==> config.mk <==
export PLATFORM = sky130hd
export DESIGN_NAME = fll_core
export DESIGN_NICKNAME = d
export VERILOG_FILES = /design/src/rtl/fll_pkg.sv /design/src/rtl/fll_ref_sync.sv /design/src/rtl/fll_ref_div.sv /design/src/rtl/fll_fb_div.sv /design/src/rtl/fll_integrator.sv /design/src/rtl/fll_core.sv
export SDC_FILE = /design/constraint.sdc
export NUM_CORES = 1
export LEC_CHECK = 0
export ABC_AREA = 1
export BUFFER_PORTS_ARGS = -buffer_cell sky130_fd_sc_hd__buf_2
export CAP_MARGIN = 20
export CORE_UTILIZATION = 45
export DETAILED_ROUTE_END_ITERATION = 16
export HOLD_SLACK_MARGIN = 0.08
export PLACE_DENSITY = 0.58
export SLEW_MARGIN = 5
export SYNTH_ARGS = -nofsm -noshare
export SYNTH_HDL_FRONTEND = slang
export SYNTH_HIERARCHICAL = 1
export SYNTH_SLANG_ARGS = --single-unit
==> constraint.sdc <==
create_clock -name clk -period 7.2 [get_ports clk]
set_input_delay 0.36 -clock clk [delete_from_list [all_inputs] [get_ports clk]]
set_output_delay 0.36 -clock clk [all_outputs]
set_load 0.02 [all_outputs]
==> src/rtl/fll_pkg.sv <==
package fll_pkg;

    localparam int SEL_W = 3;

    // one integrator step request
    typedef struct packed {
        logic up;
        logic dn;
    } step_t;

    typedef enum logic [1:0] {
        STEP_HOLD = 2'd0,
        STEP_INC  = 2'd1,
        STEP_DEC  = 2'd2
    } step_e;

    function automatic step_e decode_step(input step_t s);
        if (s.up && !s.dn)      return STEP_INC;
        else if (s.dn && !s.up) return STEP_DEC;
        else                    return STEP_HOLD;
    endfunction

    // reference edges per increment
    function automatic logic [4:0] ref_ratio(input logic [SEL_W-1:0] sel);
        case (sel)
            3'd0:    return 5'd1;
            3'd1:    return 5'd2;
            3'd2:    return 5'd4;
            3'd3:    return 5'd8;
            3'd4:    return 5'd12;
            default: return 5'd16;
        endcase
    endfunction

    // feedback pre-divider D, power of two capped at 32
    function automatic logic [5:0] pre_ratio(input logic [SEL_W-1:0] sel);
        if (sel > 3'd5) return 6'd32;
        return 6'd1 << sel;
    endfunction

endpackage

==> src/rtl/fll_ref_sync.sv <==
module fll_ref_sync #(
    parameter int STAGES = 2
) (
    input  logic clk,
    input  logic rst,
    input  logic ref_in,
    output logic ref_edge
);
    logic [STAGES:0] pipe;

    always_ff @(posedge clk) begin
        if (rst) pipe[0] <= 1'b0;
        else     pipe[0] <= ref_in;
    end

    for (genvar i = 1; i <= STAGES; i++) begin : g_stage
        always_ff @(posedge clk) begin
            if (rst) pipe[i] <= 1'b0;
            else     pipe[i] <= pipe[i-1];
        end
    end

    // pipe[STAGES-1] is the synchronised level, pipe[STAGES] its delayed copy
    assign ref_edge = pipe[STAGES-1] & ~pipe[STAGES];
endmodule

==> src/rtl/fll_ref_div.sv <==
module fll_ref_div
    import fll_pkg::*;
(
    input  logic             clk,
    input  logic             rst,
    input  logic             ref_edge,
    input  logic [SEL_W-1:0] div_sel,
    output logic             up_tick
);
    logic [4:0] cnt_q;
    logic [4:0] last;

    assign last    = ref_ratio(div_sel) - 5'd1;
    assign up_tick = ref_edge && (cnt_q >= last);

    always_ff @(posedge clk) begin
        if (rst)           cnt_q <= '0;
        else if (up_tick)  cnt_q <= '0;
        else if (ref_edge) cnt_q <= cnt_q + 5'd1;
    end
endmodule

==> src/rtl/fll_fb_div.sv <==
module fll_fb_div
    import fll_pkg::*;
#(
    parameter int N_W = 10
) (
    input  logic             clk,
    input  logic             rst,
    input  logic [N_W-1:0]   mult,
    input  logic [SEL_W-1:0] pre_sel,
    output logic             dn_tick
);
    localparam int LIM_W = N_W + 7;

    logic [LIM_W-1:0] limit;
    logic [LIM_W-1:0] cnt_q;

    assign limit   = LIM_W'(pre_ratio(pre_sel)) * (LIM_W'(mult) + LIM_W'(1));
    // >= so a shortened ratio takes effect at once
    assign dn_tick = (cnt_q >= limit - LIM_W'(1));

    always_ff @(posedge clk) begin
        if (rst)          cnt_q <= '0;
        else if (dn_tick) cnt_q <= '0;
        else              cnt_q <= cnt_q + LIM_W'(1);
    end
endmodule

==> src/rtl/fll_integrator.sv <==
module fll_integrator
    import fll_pkg::*;
#(
    parameter int TAP_W = 5,
    parameter int MOD_W = 5
) (
    input  logic                     clk,
    input  logic                     rst,
    input  logic [TAP_W-1:0]         init_tap,
    input  step_t                    step,
    output logic [TAP_W+MOD_W-1:0]   value
);
    localparam int W = TAP_W + MOD_W;
    localparam logic [W-1:0] TOP = '1;

    logic [W-1:0] val_q;

    always_ff @(posedge clk) begin
        if (rst) begin
            val_q <= {init_tap, {MOD_W{1'b0}}};
        end else begin
            unique case (decode_step(step))
                STEP_INC: if (val_q != TOP) val_q <= val_q + W'(1);
                STEP_DEC: if (val_q != '0)  val_q <= val_q - W'(1);
                default:  val_q <= val_q;
            endcase
        end
    end

    assign value = val_q;
endmodule

==> src/rtl/fll_core.sv <==
module fll_core
    import fll_pkg::*;
#(
    parameter int TAP_W = 5,
    parameter int MOD_W = 5,
    parameter int N_W   = 10
) (
    input  logic             clk,
    input  logic             rst,
    input  logic             ref_in,
    input  logic [2:0]       ref_div_sel,
    input  logic [N_W-1:0]   fb_mult,
    input  logic [2:0]       fb_pre_sel,
    input  logic             dis_mod,
    input  logic [TAP_W-1:0] init_tap,
    output logic [TAP_W-1:0] tap_out,
    output logic [MOD_W-1:0] mod_out
);
    localparam int W = TAP_W + MOD_W;

    logic         ref_edge;
    logic         up_tick;
    logic         dn_tick;
    logic [W-1:0] integ;
    step_t        step;

    fll_ref_sync #(.STAGES(2)) u_sync (
        .clk(clk), .rst(rst), .ref_in(ref_in), .ref_edge(ref_edge)
    );

    fll_ref_div u_rdiv (
        .clk(clk), .rst(rst), .ref_edge(ref_edge),
        .div_sel(ref_div_sel), .up_tick(up_tick)
    );

    fll_fb_div #(.N_W(N_W)) u_fdiv (
        .clk(clk), .rst(rst), .mult(fb_mult),
        .pre_sel(fb_pre_sel), .dn_tick(dn_tick)
    );

    assign step.up = up_tick;
    assign step.dn = dn_tick;

    fll_integrator #(.TAP_W(TAP_W), .MOD_W(MOD_W)) u_int (
        .clk(clk), .rst(rst), .init_tap(init_tap),
        .step(step), .value(integ)
    );

    assign tap_out = integ[W-1:MOD_W];
    assign mod_out = dis_mod ? '0 : integ[MOD_W-1:0];
endmodule

### After elaboration in Yosys (flattened, before gate mapping)

Cells that the tools add are included.

* register bits: 35
* input port bits: 25
* output and inout bits: 10

* $add $sub $neg: 7
* $mul: 1
* magnitude comparators: 3
* eq/ne operators: 11
* shift-type cells: 1
* mux-type cells: 12
* bitwise operators: 2
* reduce and logical (&&, ||, !) cells: 13

Operators by type and width (number)
* $mux 10: 3
* $pmux 5 s5: 1
* $pmux 10 s2: 1
* $add 17x1->17 const B: 1
* $ge 17x17->1: 1
* $mul 6x17->17: 1
* $sub 17x1->17 const B: 1
* $mux 6: 2
* $add 10x1->11 const B: 1
* $add 10x1->10 const B: 1
* $ne 10x10->1 const B: 1
* $reduce_bool 10->1: 1
* $sub 10x1->10 const B: 1
* $eq 3x2->1 const B: 2
* $mux 2: 3
* $ne 3x2->1 const B: 2
* $reduce_and 3->1: 2
* $shl 1x3->6 const A: 1
* $add 5x1->5 const B: 1
* $ge 5x5->1: 1
* $mux 5: 1
* $sub 5x1->5 const B: 1
* $ne 2x1->1 const B: 2
* $reduce_or 2->1: 2
* other kinds (13): 16

### Logic depth before layout (Yosys ltp)

Gate-level depths: netlist of the first run.

* depth in word-level cells: 13
* gate-level depth with buffers: 47
* depth with buffers taken out: 47

### By module

The synthesis of the first run kept the hierarchy.

By module, submodules not included
* fll_fb_div: times used 1, cells each 545, area an instance 3794.9 µm², sequential area each 340.3 µm²
* fll_integrator: times used 1, cells each 147, area an instance 950.9 µm², sequential area each 250.2 µm²
* fll_ref_div: times used 1, cells each 57, area an instance 419.2 µm², sequential area each 100.1 µm²
* fll_ref_sync: times used 1, cells each 10, area an instance 86.3 µm², sequential area each 60.1 µm²
* fll_core: times used 1, cells each 10, area an instance 37.5 µm², sequential area each 0.0 µm²

### Worst setup path before layout of the first run

No wires, ideal clock.

* path type: input-to-reg
* start: input port fb_mult[0]
* end: register u_int.val_q[8], in the netlist u_int/value[8], data pin
* library setup time: 0.253 ns
* arrival: 6.118 ns
* slack: 0.829 ns
* stages on the path: 42
* buffers on the path: 0
* cells stage by stage: ha_1 > nand4_2 > nor3_2 > inv_2 > o21ai_2 > nand2_2 > nor2_1 > fa_1 > fa_1 > fa_1 > inv_1 > fa_1 > inv_1 > ha_1 > nand2_1 > inv_1 > nand2_1 > nand2_1 > (+6 left out) > ha_1 > a21oi_1 > o21ai_0 > a21oi_1 > nand2_1 > nand2_4 > nand2_1 > nand2_1 > inv_1 > ha_1 > inv_1 > nand2_1 > nand2_2 > nand2_2 > nand2_1 > nand3_1 > nand3_1 > nand2_1

* longest elaborated chain between the ends: 11
* elaborated cells between the ends (all ways): 14
* classes of those cells: 2 x add/sub; 1 x mul; 1 x order compare; 2 x eq/ne; 5 x mux; 3 x reduce/logical

RTL lines
* start: declaration: RTL line fll_core.sv:12 `input logic [N_W-1:0] fb_mult,`
* $add 10x1->11 *: RTL line fll_fb_div.sv:17 `assign limit = LIM_W'(pre_ratio(pre_sel)) * (LIM_W'(mult) + LIM_W'(1));`
* $mul 6x17->17 *: RTL line fll_fb_div.sv:17
* $sub 17x1->17 *: RTL line fll_fb_div.sv:19 `assign dn_tick = (cnt_q >= limit - LIM_W'(1));`
* $ge 17x17->1 *: RTL line fll_fb_div.sv:19
* net dn_tick: RTL line fll_core.sv:23 `logic dn_tick;`
* $logic_and 1x1->1 or $logic_not 1->1 (tied branches): RTL line fll_pkg.sv:19, fll_pkg.sv:18
* $mux 2 or $logic_and 1x1->1 (tied branches): RTL line fll_pkg.sv:19, fll_pkg.sv:18
* $mux 2 *: RTL line fll_pkg.sv:18 `if (s.up && !s.dn) return STEP_INC;`
* $mux 2 *: RTL line fll_integrator.sv:19 `if (rst) begin`
* $eq 2x2->1 or $eq 2x1->1 (tied branches): RTL line fll_integrator.sv:22 `unique case (decode_step(step))`
* $pmux 10 s2 *: RTL line fll_integrator.sv:22
* $mux 10 *: RTL line fll_integrator.sv:19
* end signal: assignment: RTL line fll_integrator.sv:20 `val_q <= {init_tap, {MOD_W{1'b0}}};`
* end signal: assignment: RTL line fll_integrator.sv:23 `STEP_INC: if (val_q != TOP) val_q <= val_q + W'(1);`
* end signal: assignment: RTL line fll_integrator.sv:24 `STEP_DEC: if (val_q != '0) val_q <= val_q - W'(1);`
* end: declaration: RTL line fll_integrator.sv:16 `logic [W-1:0] val_q;`

Mark *: on every way through the listed nets, which the timed path passes. The rest lies on a longest branch. The select of a mux whose other input is x is not followed.
A chain may end at the register's enable or synchronous reset.

### Worst setup path in the final report of the first run

Same ends and word-level chain as after synthesis.

==> results of run 1 <==
sequential cells by signal, indices dropped and copies added, names as in the netlist:
name	flops
u_fdiv/cnt_q	17
u_int/value	10
u_rdiv/cnt_q	5
u_sync/pipe	3
where the power goes:
| part | total (mW) | internal (mW) | switching (mW) | leakage [nW] |
|---|---|---|---|---|
| logic | 0.535 | 0.205 | 0.330 | 2.72 |
| clock network | 0.206 | 0.128 | 0.0784 | 0.0679 |
| registers | 0.210 | 0.204 | 0.00628 | 0.292 |
| total | 0.951 | 0.537 | 0.415 | 3.08 |
worst reg2reg max path: cells and delay by family, from the launching register on:
kind | cells | cell delay (ns)
simple gates | 14 | 1.03
buf+inv | 6 | 0.52
fa+ha+maj | 2 | 0.43
flops | 1 | 0.41
cell usage after synthesis (14+ instances only):
library cell  count
xor2_1           18
o21ai_0          14
dfxtp_1          30
nand3_1          36
nor2_1          110
a21oi_1          22
fa_1             38
inv_1           152
nand2_1         170
xnor2_1          20
nand4_1          16
ha_1             67
timing repair:
item                       CTS  global route
hold endpoints to repair     0             0
gates resized for setup      0             8
setup buffers                0             0
setup endpoints to repair    0            11
how the worst max path moves through the flow:
stage,endpoint,from,cells past startpoint
2_1_floorplan,u_int/value[8],fb_mult[0],42
3_3_place_gp,u_int/value[8],fb_mult[0],43
3_5_place_dp,u_int/value[8],fb_mult[0],43
4_1_cts,u_int/value[8],fb_mult[0],43
5_1_grt,u_int/value[8],fb_mult[0],44
6_report,u_int/value[8],fb_mult[0],44
routing by layer:
metal / up-vias / part of all wire (%) / routed length, µm / track usage, %
li1: 2456 / - / - / -
met5: - / 0 / 0 / 0
met4: 0 / 1.2 / 135 / 5.422
met2: 75 / 51 / 5868 / 36.15
met1: 2205 / 45 / 5231 / 24.86
met3: 10 / 2.3 / 270 / 1.372
final cells by class:
cell class	count	area [µm²]	share of cell area, %
Clock buffer	7	132.6	2.292
Clock inverter	1	5.005	0.08649
Inverter	161	604.3	10.44
Multi-Input combinational cell	568	3923	67.78
Sequential cell	35	750.7	12.97
Tap cell	143	178.9	3.092
Timing Repair Buffer	37	192.7	3.330
placed cells by master (no fill, tap or decap), types with 5 or more instances in the layout:
cell,instances
a21oi_1,20
buf_2,34
clkbuf_16,5
dfxtp_1,30
edfxtp_1,5
fa_1,38
ha_1,66
inv_1,152
inv_2,6
nand2_1,169
nand2_2,8
nand2_4,6
nand3_1,36
nand4_1,16
nor2_1,108
nor3_1,10
o21ai_0,14
xnor2_1,20
xor2_1,18
cells by family after synthesis:
family / after synthesis
AO/OA/AOI/OAI: 50
XOR/XNOR: 39
adder cells (fa/ha/maj): 105
buffers and inverters: 166
flip-flops: 35
multiplexers: 1
AND/OR/NAND/NOR: 373
==> metrics.md, run 1 <==
| Metric | Value |
|---|---|
| Layout net count | 938 |
| Remaining global-route overflow | 0 |
| Status | complete, no violations |
| Post-Layout Inst Area | 5787 µm² |
| Initial core utilization | 46.32% |
| Synth Warn # | 6 |
| Row count | 39 |
| Syn_nets | 899 |
| CTS tree | done |
| Clock sinks | 35 |
| Dpl ws | 0.06036 ns |
| Worst Hold End | u_sync/pipe[0] |
| FF+latch count, synth | 35 |
| Cell mode on critical path | nand2_1 |
| Filler cells | 1198 |
| Final worst-path cycle share | 92.17% |
| Finished Layout Cells | 952 |
| Cell taking the most area after synthesis | ha_1 |
| Overall power | 951.5 µW |
| Die height | 110.4 µm |
| Combinational family with the most area after synthesis | simple AND/OR/NAND/NOR gates |
| Adder-cell share of the synthesized area | 30.23% |
| Core area | 11420 µm² |
| Share of cells above drive strength 1 | 10.14% |
| Unrepaired setup endpoints after global routing | false |
| Final WS setup | 0.5634 ns |
| Detailed Routing Iterations Pass 1 | 4 |
| Post-synth ARST share | 0% |
| Syn Area/Cell | 6.878 µm² |
| CP endpoint kind | flip-flop |
| Ports | 35 |
| Peak Freq | 0.1507 GHz |
| Worst reg2reg path depth | 22 |
| CTS Buf Count | 5 |
| Hold Startpoint | ref_in |
| Fin util | 50.68% |
| Crit path max fanout | 8 |
| FF-to-FF Start | u_rdiv/cnt_q[0] |
| Max rail drop VDD | 0.1610 mV |
| Sequential share of the synthesized area | 14.19% |
| EDFF count, synth | 5 |
| Delay of the slowest critical-path stage | 0.55 ns |
| Sum of negative setup slack | 0 ns |
| Mux contribution to synthesized area | 0.1893% |
| Setup-failing EPs final | 0 |
| Remaining antenna violation count | 0 |
| Reg2reg end | u_int/value[8] |
| Reg-to-reg setup timing slack | 4.55 ns |
| H-tree depth | 2 |
| Critical path's slowest cell | fa_1 |
| GP Congestion | 0.8670 |
| Via density | 4.985 |
| Die Wd | 110.4 µm |
| Post-placement cell count | 944 |
| Cell Pwr Density | 164.4 nW/µm² |
| Clock Pin Slew Worst Setup and Hold Paths | 0.05 ns |
| First-pass GRT wire length | 20230 µm |
| Diode count | 0 |
| Post-synthesis simple-gate area fraction | 31.16% |
| Worst hold slack | 0.2874 ns |
| CTS Buffer Depth | 2 |
| Hold-fix buffers, CTS | 0 |
| Max Slew Vio Count | 0 |
| Yosys top cell area share | 15.85% |
| CTS root buf | clkbuf_16 |
| Area growth, synth to finish | 9.416% |
| Compound-cell area share of the yosys netlist | 5.441% |
| Worst hold-check path type | input port to flip-flop |
| Hpwl dp | 9911 µm |
| Post-synthesis cell count | 769 |
| Initial antenna violation count | 0 |
| DRT Wirelength | 11510 µm |
| Crit path buffers/inverters | 9 |
| Worst Tran Pin Value | 0.5928 ns |
| Final count of hold timing violations | 0 |
| # DRC | 0 |
| Delay-heaviest family, CP | adder cells |
| IO buf count | 34 |
| CP Launch Type | input port |
| Post-DP Area | 5620 µm² |
| Routed length per instance | 12.09 µm |
| Dominant synthesized flop cell | dfxtp_1 |
| Arrival @ worst endpoint | 6.67 ns |
| 1st-iter DRT viols | 208 |
| Max Cap Violations | 0 |
| Routed via count | 4746 |
| CP Class | input port to flip-flop |
| Mapped Area | 5289 µm² |
| Fin Clk Skew | 0.005075 ns |
| Slew headroom | 60.33% |
| Synth top area cells | ha_1 (16%), fa_1 (14%), nand2_1 (12%), dfxtp_1 (11%), inv_1 (11%) |
| Netlist cell types | 44 |
| Lkg Pwr | 3.083 nW |
| Final min period | 6.637 ns |
| All-Layer GR Usage | 19.76% |
| Largest net degree at the start of global routing | 18 |
| Clock latency on the worst-skew pair | 0.28 ns |
| Die area | 12190 µm² |
| Number of global-route vias before repair | 4579 |
| Post-synthesis xor/xnor area fraction | 6.600% |
| Req. time, crit path | 7.23 ns |
| Hold Path Stages | 3 |
Power figures use the tool's default switching activity.
==> run 2, diff against run 1 <==
--- a/config.mk
+++ b/config.mk
@@ -8,10 +8,11 @@
 export ABC_AREA = 1
 export BUFFER_PORTS_ARGS = -buffer_cell sky130_fd_sc_hd__buf_2
 export CAP_MARGIN = 20
-export CORE_UTILIZATION = 45
+export CORE_UTILIZATION = 39
 export DETAILED_ROUTE_END_ITERATION = 16
 export HOLD_SLACK_MARGIN = 0.08
-export PLACE_DENSITY = 0.58
+export PLACE_DENSITY = 0.51
+export SKIP_LAST_GASP = 1
 export SLEW_MARGIN = 5
 export SYNTH_ARGS = -nofsm -noshare
 export SYNTH_HDL_FRONTEND = slang
==> run 2 against run 1 <==
  * Critical path depth shrank 4
  * Global-route usage shrank 2.3 points
  * Via count shrank 1.1%
  * Combinational power grew 4%
==> metrics.md, run 2 (synthesis results as in run 1) <==
| Metric | Value |
|---|---|
| Max rail drop VDD | 0.07205 mV (was 0.1610 mV) |
| Crit path max fanout | 8 (unchanged) |
| Clock sinks | 35 (unchanged) |
| Worst hold slack | 0.2885 ns (was 0.2874 ns) |
| Filler cells | 1427 (was 1198) |
| CTS tree | done (unchanged) |
| Peak Freq | 0.1505 GHz (was 0.1507 GHz) |
| Commonest non-fill, non-tap cell in the layout | nand2_1 (unchanged) |
| Final WS setup | 0.5571 ns (was 0.5634 ns) |
| Initial core utilization | 39.94% (was 46.32%) |
| Post-DP Area | 5662 µm² (was 5620 µm²) |
| Clock latency on the worst-skew pair | 0.28 ns (about the same) |
| FF-to-FF Start | u_rdiv/cnt_q[4] (was u_rdiv/cnt_q[0]) |
| Detailed Routing Iterations Pass 1 | 4 (unchanged) |
| Area growth, synth to finish | 11.64% (was 9.416%) |
| Most flops, register | u_fdiv/cnt_q (unchanged) |
| Die Wd | 118.5 µm (was 110.4 µm) |
| Largest net degree at the start of global routing | 18 (unchanged) |
| Final min period | 6.643 ns (was 6.637 ns) |
| Worst Tran Pin Value | 0.5095 ns (was 0.5928 ns) |
| Post-Layout Inst Area | 5904 µm² (was 5787 µm²) |
| Die area | 14030 µm² (was 12190 µm²) |
| CTS root buf | clkbuf_16 (unchanged) |
| Dpl ws | 0.03006 ns (was 0.06036 ns) |
| Worst hold-check path type | input port to flip-flop (unchanged) |
| Post-placement cell count | 977 (was 944) |
| Core area | 13240 µm² (was 11420 µm²) |
| Delay of the slowest critical-path stage | 0.55 ns (about the same) |
| Final count of hold timing violations | 0 (unchanged) |
| Req. time, crit path | 7.23 ns (about the same) |
| Max Cap Violations | 0 (unchanged) |
| Slew headroom | 65.92% (was 60.33%) |
| Via density | 4.759 (was 4.985) |
| GP Congestion | 0.8722 (was 0.8670) |
| 1st-iter DRT viols | 193 (was 208) |
| Critical path origin | fb_mult[0] (unchanged) |
| Reg-to-reg setup timing slack | 4.53 ns (was 4.55 ns) |
| Setup-failing EPs final | 0 (unchanged) |
| CP Class | input port to flip-flop (unchanged) |
| First-pass GRT wire length | 20220 µm (was 20230 µm) |
| Max Slew Vio Count | 0 (unchanged) |
| Finished Layout Cells | 986 (was 952) |
| Die height | 118.5 µm (was 110.4 µm) |
| Diode count | 0 (unchanged) |
| Most frequent cells in the layout | nand2_1 (168), inv_1 (152), nor2_1 (109) (was nand2_1 (169), inv_1 (152), nor2_1 (108)) |
| Reg2reg end | u_int/value[8] (unchanged) |
| Hold Path Stages | 3 (unchanged) |
| CP Launch Type | input port (unchanged) |
| Routed via count | 4692 (was 4746) |
| Remaining antenna violation count | 0 (unchanged) |
| Share of cells above drive strength 1 | 10.74% (was 10.14%) |
| Row count | 42 (was 39) |
| Cell mode on critical path | nand2_1 (unchanged) |
| Lkg Pwr | 3.107 nW (was 3.083 nW) |
| All-Layer GR Usage | 17.48% (was 19.76%) |
| Final worst-path cycle share | 92.26% (was 92.17%) |
| # DRC | 0 (unchanged) |
| Arrival @ worst endpoint | 6.68 ns (was 6.67 ns) |
| Fin Clk Skew | 0.005985 ns (was 0.005075 ns) |
| Remaining global-route overflow | 0 (unchanged) |
| Initial antenna violation count | 0 (unchanged) |
| Routed length per instance | 12.07 µm (was 12.09 µm) |
| Critical path's slowest cell | fa_1 (unchanged) |
| CP endpoint | u_int/value[8] (unchanged) |
| DRT Wirelength | 11900 µm (was 11510 µm) |
| Worst reg2reg path depth | 21 (was 22) |
| Clock Pin Slew Worst Setup and Hold Paths | 0.06 ns (was 0.05 ns) |
| Number of global-route vias before repair | 4488 (was 4579) |
| Hpwl dp | 10240 µm (was 9911 µm) |
| Ports | 35 (unchanged) |
| CP endpoint kind | flip-flop (unchanged) |
| Number of flip-flops in the largest register | 17 (unchanged) |
| CTS Buf Count | 5 (unchanged) |
| Status | complete, no violations (unchanged) |
| IO buf count | 34 (unchanged) |
| H-tree depth | 2 (unchanged) |
| CTS Buffer Depth | 2 (unchanged) |
| Layout net count | 939 (was 938) |
| Cell Pwr Density | 171.5 nW/µm² (was 164.4 nW/µm²) |
==> run 2: critical path: cells and delay by family <==
| kind | cells | cell delay [ns] |
|---|---|---|
| buffers and inverters | 6 | 0.42 |
| adder cells (fa/ha/maj) | 8 | 2.94 |
| AO/OA/AOI/OAI | 4 | 0.74 |
| AND/OR/NAND/NOR | 22 | 2.22 |
==> run 2: report_power, final <==
group / internal [mW] / leakage, nW / switching (mW)
Sequential: 0.204 / 0.292 / 0.00610
Combinational: 0.214 / 2.73 / 0.341
Clock: 0.163 / 0.0838 / 0.0851
==> run 2: cell type report <==
| type | instances | area [µm²] | area share (%) |
|---|---|---|---|
| Inverter | 161 | 604.3 | 10.24 |
| Sequential cell | 35 | 750.7 | 12.71 |
| Clock buffer | 5 | 125.1 | 2.119 |
| Multi-Input combinational cell | 568 | 3958 | 67.03 |
| Timing Repair Buffer | 38 | 202.7 | 3.433 |
| Clock inverter | 3 | 43.79 | 0.7417 |
| Tap cell | 176 | 220.2 | 3.730 |
==> run 2: per-stage QoR <==
stage / util (%) / total power [mW] / setup TNS, ns
finish: 44.59 / 1.012 / 0
global route: 44.59 / 1.121 / -0.03281
CTS: 44.03 / 1.011 / 0
detailed placement: 42.75 / 0.7568 / 0
global placement: 42.75 / 0.7482 / 0
floorplan: - / 0.6284 / 0
==> run 2: what timing repair did <==
action                     in CTS  in global routing
setup buffers                   0                  1
setup endpoints to repair       0                  8
hold endpoints to repair        0                  0
resized for setup               0                 13
hold buffers                    0                  0
==> run 2: worst min path at each step <==
stage	from	slack, ns	endpoint
6_report	ref_in	0.29	u_sync/pipe[0]
2_1_floorplan	u_sync/pipe[0]	0.39	u_sync/pipe[1]
3_3_place_gp	u_sync/pipe[0]	0.41	u_sync/pipe[1]
4_1_cts	ref_in	0.29	u_sync/pipe[0]
3_5_place_dp	u_sync/pipe[0]	0.41	u_sync/pipe[1]
5_1_grt	ref_in	0.30	u_sync/pipe[0]
==> run 2: routing by layer <==
metal / vias up / GRT usage (%) / part of all wire, %
met5: - / 0 / 0
met4: 0 / 3.560 / 0.76
met3: 8 / 1.062 / 2.2
met2: 64 / 32.54 / 51
met1: 2158 / 22.12 / 46
li1: 2462 / - / -
